$ cat src/rtl/mr_delay_step.sv
module mr_delay_step #(
  parameter int CW      = 4,
  parameter int MW      = 2,
  parameter int TW      = 4,
  parameter int TAP_MAX = 14,
  parameter int PW      = 3
) (
  input  logic             clk,
  input  logic             rst,
  input  logic             load_en,
  input  logic [CW-1:0]    load_coarse,
  input  logic [MW-1:0]    load_medium,
  input  logic [TW-1:0]    load_tap,
  input  logic [PW-1:0]    load_phase,
  input  logic             phase_wr,
  input  logic [PW-1:0]    phase_val,
  input  logic             med_up,
  input  logic             med_dn,
  input  logic             tap_up,
  input  logic             tap_dn,
  output logic [CW-1:0]    coarse_o,
  output logic [MW-1:0]    medium_o,
  output logic [TW-1:0]    tap_o,
  output logic [PW-1:0]    phase_o,
  output logic [PW+TW:0]   fine_o,
  output logic             step_err
);
  localparam int PosW = CW + MW;
  localparam logic [TW-1:0]   TMax   = TW'(TAP_MAX);
  localparam logic [PosW-1:0] PosTop = '1;

  logic [PosW-1:0] pos_q, pos_d;
  logic [TW-1:0]   tap_q, tap_d;
  logic [PW-1:0]   ph_q, ph_d;
  logic            err_q, fail;

  wire at_top = (pos_q == PosTop);
  wire at_bot = (pos_q == '0);

  always_comb begin
    pos_d = pos_q;
    tap_d = tap_q;
    fail  = 1'b0;
    if (load_en) begin
      pos_d = {load_coarse, load_medium};
      tap_d = (load_tap > TMax) ? TMax : load_tap;
    end else if (med_up) begin
      if (at_top) fail = 1'b1;
      else        pos_d = pos_q + 1'b1;
    end else if (tap_up) begin
      if (tap_q != TMax)  tap_d = tap_q + 1'b1;
      else if (at_top)    fail = 1'b1;
      else begin
        pos_d = pos_q + 1'b1;
        tap_d = '0;
      end
    end else if (med_dn) begin
      if (at_bot) fail = 1'b1;
      else        pos_d = pos_q - 1'b1;
    end else if (tap_dn) begin
      if (tap_q != '0) tap_d = tap_q - 1'b1;
      else if (at_bot) fail = 1'b1;
      else begin
        pos_d = pos_q - 1'b1;
        tap_d = TMax;
      end
    end
  end

  assign ph_d = load_en ? load_phase : (phase_wr ? phase_val : ph_q);

  always_ff @(posedge clk) begin
    if (rst) begin
      pos_q <= '0;
      tap_q <= '0;
      ph_q  <= '0;
      err_q <= 1'b0;
    end else begin
      pos_q <= pos_d;
      tap_q <= tap_d;
      ph_q  <= ph_d;
      err_q <= fail;
    end
  end

  assign coarse_o = pos_q[PosW-1:MW];
  assign medium_o = pos_q[MW-1:0];
  assign tap_o    = tap_q;
  assign phase_o  = ph_q;
  assign fine_o   = {1'b0, ph_q, tap_q};
  assign step_err = err_q;

  assert_reset_clear_R1: assert property (@(posedge clk)
    rst |=> (coarse_o == '0 && medium_o == '0 && tap_o == '0 && phase_o == '0 && !step_err));

  assert_load_no_err_R2: assert property (@(posedge clk) disable iff (rst)
    ($past(!rst) && $past(load_en)) |-> (!step_err && tap_o <= TMax));

  assert_med_up_adds_R3: assert property (@(posedge clk) disable iff (rst)
    ($past(!rst) && $past(!load_en && med_up) && !step_err)
      |-> ({coarse_o, medium_o} == $past({coarse_o, medium_o}) + 1'b1 && $stable(tap_o)));

  assert_fail_keeps_state_R5: assert property (@(posedge clk) disable iff (rst)
    step_err |-> ($stable(coarse_o) && $stable(medium_o) && $stable(tap_o)));

  assert_tap_in_range_R6: assert property (@(posedge clk) disable iff (rst)
    tap_o <= TMax);

  assert_err_after_step_R8: assert property (@(posedge clk) disable iff (rst)
    step_err |-> $past(!load_en && (med_up || med_dn || tap_up || tap_dn)));
endmodule

$ cat config.mk
export PLATFORM = sky130hd
export DESIGN_NAME = mr_delay_step
export DESIGN_NICKNAME = d
export VERILOG_FILES = /design/src/rtl/mr_delay_step.sv
export SDC_FILE = /design/constraint.sdc
export NUM_CORES = 1
export LEC_CHECK = 0
export ABC_CLOCK_PERIOD_IN_PS = 6000
export BUFFER_PORTS_ARGS = -buffer_cell sky130_fd_sc_hd__buf_2
export CAP_MARGIN = 40
export CORE_MARGIN = 10
export CORE_UTILIZATION = 30
export DETAILED_ROUTE_END_ITERATION = 8
export GPL_TIMING_DRIVEN = 0
export PLACE_DENSITY_LB_ADDON = 0.12
export SYNTH_ARGS = -nofsm -noshare
export SYNTH_HDL_FRONTEND = slang
export SYNTH_SLANG_ARGS = --single-unit
$ cat constraint.sdc
create_clock -name clk -period 6 [get_ports clk]
set_input_delay 0.3 -clock clk [delete_from_list [all_inputs] [get_ports clk]]
set_output_delay 0.3 -clock clk [all_outputs]
set_load 0.005 [all_outputs]
==> metrics.yaml <==
yosys:
  synth_fp_nets: 208
  ys_types: 47
  yosysTopAreaCellShare_pct: 21.5
  yosysSeqAreaShare_pct: 21.5
  postSynthAreaPerCell_um2: 7.31
  synth_cells: 178
  synth-edff-count: 0
  ys_async_sr_fraction_pct: 0
  synth_area_leaders: "dfxtp_1, ha_1, nor2_1, a21oi_1, buf_4"
  yosys_warnings: 0
  syn_area_um2: 1300
  synth-seq-cells: 14
  synth.largest_area_cell: "dfxtp_1"
  synth_ff_type: "dfxtp_1"
cells_and_area:
  area_delta_synth_final_pct: 25.6
  fillCellCount: 464
  final_nets: 256
  final_layout_size_suffix_gt1_share_pct: 28.0
  antennaDiodeCount: 0
global_routing:
  grt_pass1_wl_mm: 7.12
  first_global_vias: 1444
  grt_max_degree: 11
  antenna_found_initial: 0
  track_usage_pct: 11.6
  overflow: 0
pwr:
  power_leakage_nw: 0.746
  powerDensity_nw_per_um2: 195
  ir_drop_v: 0.0000700
clock_tree:
  ctsHoldBuffers: 0
  insertion_delay_ns: 0.26
  cts_setup_buffers: 0
  cts_tree: "built"
  cts_inserted_buffers: 3
  cts.clk_slew.worst_paths_ns: 0.07
  clock_path_buffers: 2
  clock-root-buffer: "clkbuf_8"
  numClockSinks: 14
  cts-resized-gates: 0
  ctsHtreeMaxLevel: 1
worst_setup_path:
  critPathCaptureType: "flip-flop"
  arrival_ns: 2.48
  cp.required_ns: 6.18
  cp_max_fo: 10
  crit_type: "reg2reg"
  start_kind: "flip-flop"
placement:
  portBuffers: 43
  dp_hpwl_mm: 3.32
  place_congestion: 0.868
drt:
  drt-wirelength-per-cell_um: 15.6
  antenna_left: 0
  finalWirelength_mm: 4.30
  drc_errors: 0
  drt_iter0_drc: 181
  vias: 1465
  viasPerCell: 5.33
  dr.pass1.iters: 4
timing:
  hold_viol: 0
  relSlewSlack_pct: 63.1
  whs_ns: 0.269
  min_period_ns: 2.30
  max_freq_mhz: 435
  setup_tns_ns: 0
  setup_viol: 0
  max_slew.worst_pin.slew_ns: 0.554
  period_share_pct: 38.3
  slew_viol_final: 0
  rsz0062_at_grt: "false"
  fin_skew_ns: 0.00728
min_path:
  min_path_type: "in2reg"
run:
  cap_violations: 0
floorplanning:
  die_y_um: 85.9
  initial_utilization_pct: 31.8
  die_area_um2: 7370
  die_w_um: 85.9
  num_rows: 23
  ios: 46
  core_um2: 4090
run_status:
  status: "finished, final reports clean"
==> cells by family (layout without fill, tap and decap cells) <==
kind of cell	Yosys count	in the layout	synth area share [%]
AOI/OAI and AO/OA	64	64	33.7
buffers and inverters	30	77	11.6
muxes	5	5	3.85
adders and majority gates	6	6	5.77
xor gates and xnor gates	1	1	0.673
other	1	1	0.288
and+or+nand+nor	57	57	22.6
DFF	14	14	21.5
==> layout make-up <==
class                   count  area, um2  share of cell area, %
multi-input cells         134        870                   53.2
flip-flops and latches     14        280                   17.2
repair buffers             43        215                   13.2
plain buffers              22        121                   7.43
well taps                  50       62.6                   3.83
clock buffers               4       55.1                   3.37
inverters                   8       30.0                   1.84
==> power by group <==
group / total, mW / switching, mW / leakage (nW) / internal [mW]
registers: 0.110 / 0.00945 / 0.116 / 0.101
logic: 0.110 / 0.0602 / 0.602 / 0.0500
clock network: 0.0975 / 0.0391 / 0.0288 / 0.0584
==> registers in the layout (all words and copies together), names as in the netlist <==
register,cells
step_err,1
phase_o,3
tap_o,4
pos_q,6
==> worst paths after layout <==
| kind | slack [ns] | cells past startpoint | end | start |
|---|---|---|---|---|
| setup / recovery | 3.70 | 8 | pos_q[3] | pos_q[1] |
| hold / removal | 0.27 | 3 | phase_o[0] | load_phase[0] |
| setup reg to reg | 3.70 | 8 | pos_q[3] | pos_q[1] |
| hold reg to reg | 0.64 | 4 | phase_o[2] | phase_o[2] |
==> cells in the mapped netlist, types with 3 or more instances <==
library cell / n
nor3_1: 5
clkbuf_1: 6
buf_4: 8
dfxtp_1: 14
a211oi_1: 7
nor4_1: 3
ha_1: 6
nor2_1: 20
nand3_1: 7
a21oi_1: 14
a211o_1: 3
buf_2: 7
mux2i_1: 5
a31oi_1: 4
nand4_1: 3
o211ai_1: 4
o21ai_0: 10
inv_1: 8
nand2_1: 8
==> worst max-delay path: stages (launching register included) <==
cell and delay (ns):
dfxtp_1 0.35, clkbuf_1 0.30, inv_1 0.13, ha_1 0.25
and4bb_1 0.26, o211ai_1 0.30, buf_2 0.30, nor2_1 0.08
a311oi_2 0.22
==> routing by layer <==
layer / part of all wire (%) / global-route usage (%) / vias to the layer above
met5: 0 / 0 / -
met4: 1.9 / 5.54 / 0
met3: 9.3 / 3.88 / 8
met2: 42 / 17.2 / 55
met1: 47 / 14.7 / 645
li1: - / - / 757
==> layout by cell type (no fill, tap or decap), types with 6 or more instances in the layout <==
cell type	synthesis	routed
nand3_1	7	7
nand2_1	8	8
nor2_1	20	20
inv_1	8	8
buf_4	8	8
a211oi_1	7	7
o21ai_0	10	10
buf_2	7	50
clkbuf_1	6	6
a21oi_1	14	14
ha_1	6	6
dfxtp_1	14	14
==> metrics by stage <==
| stage | setup slack (ns) | total power [mW] | instance area (um2) | util, % | instances |
|---|---|---|---|---|---|
| 2_1_floorplan | 4.06 | 0.184 | 1300 | - | 178 |
| 3_3_place_gp | 3.74 | 0.223 | 1580 | 38.6 | 271 |
| 3_5_place_dp | 3.75 | 0.223 | 1580 | 38.6 | 271 |
| 4_1_cts | 3.73 | 0.321 | 1630 | 40.0 | 275 |
| 5_1_grt | 3.54 | 0.338 | 1630 | 40.0 | 275 |
| 6_report | 3.70 | 0.318 | 1630 | 40.0 | 275 |
Power figures use the tool's default switching activity.
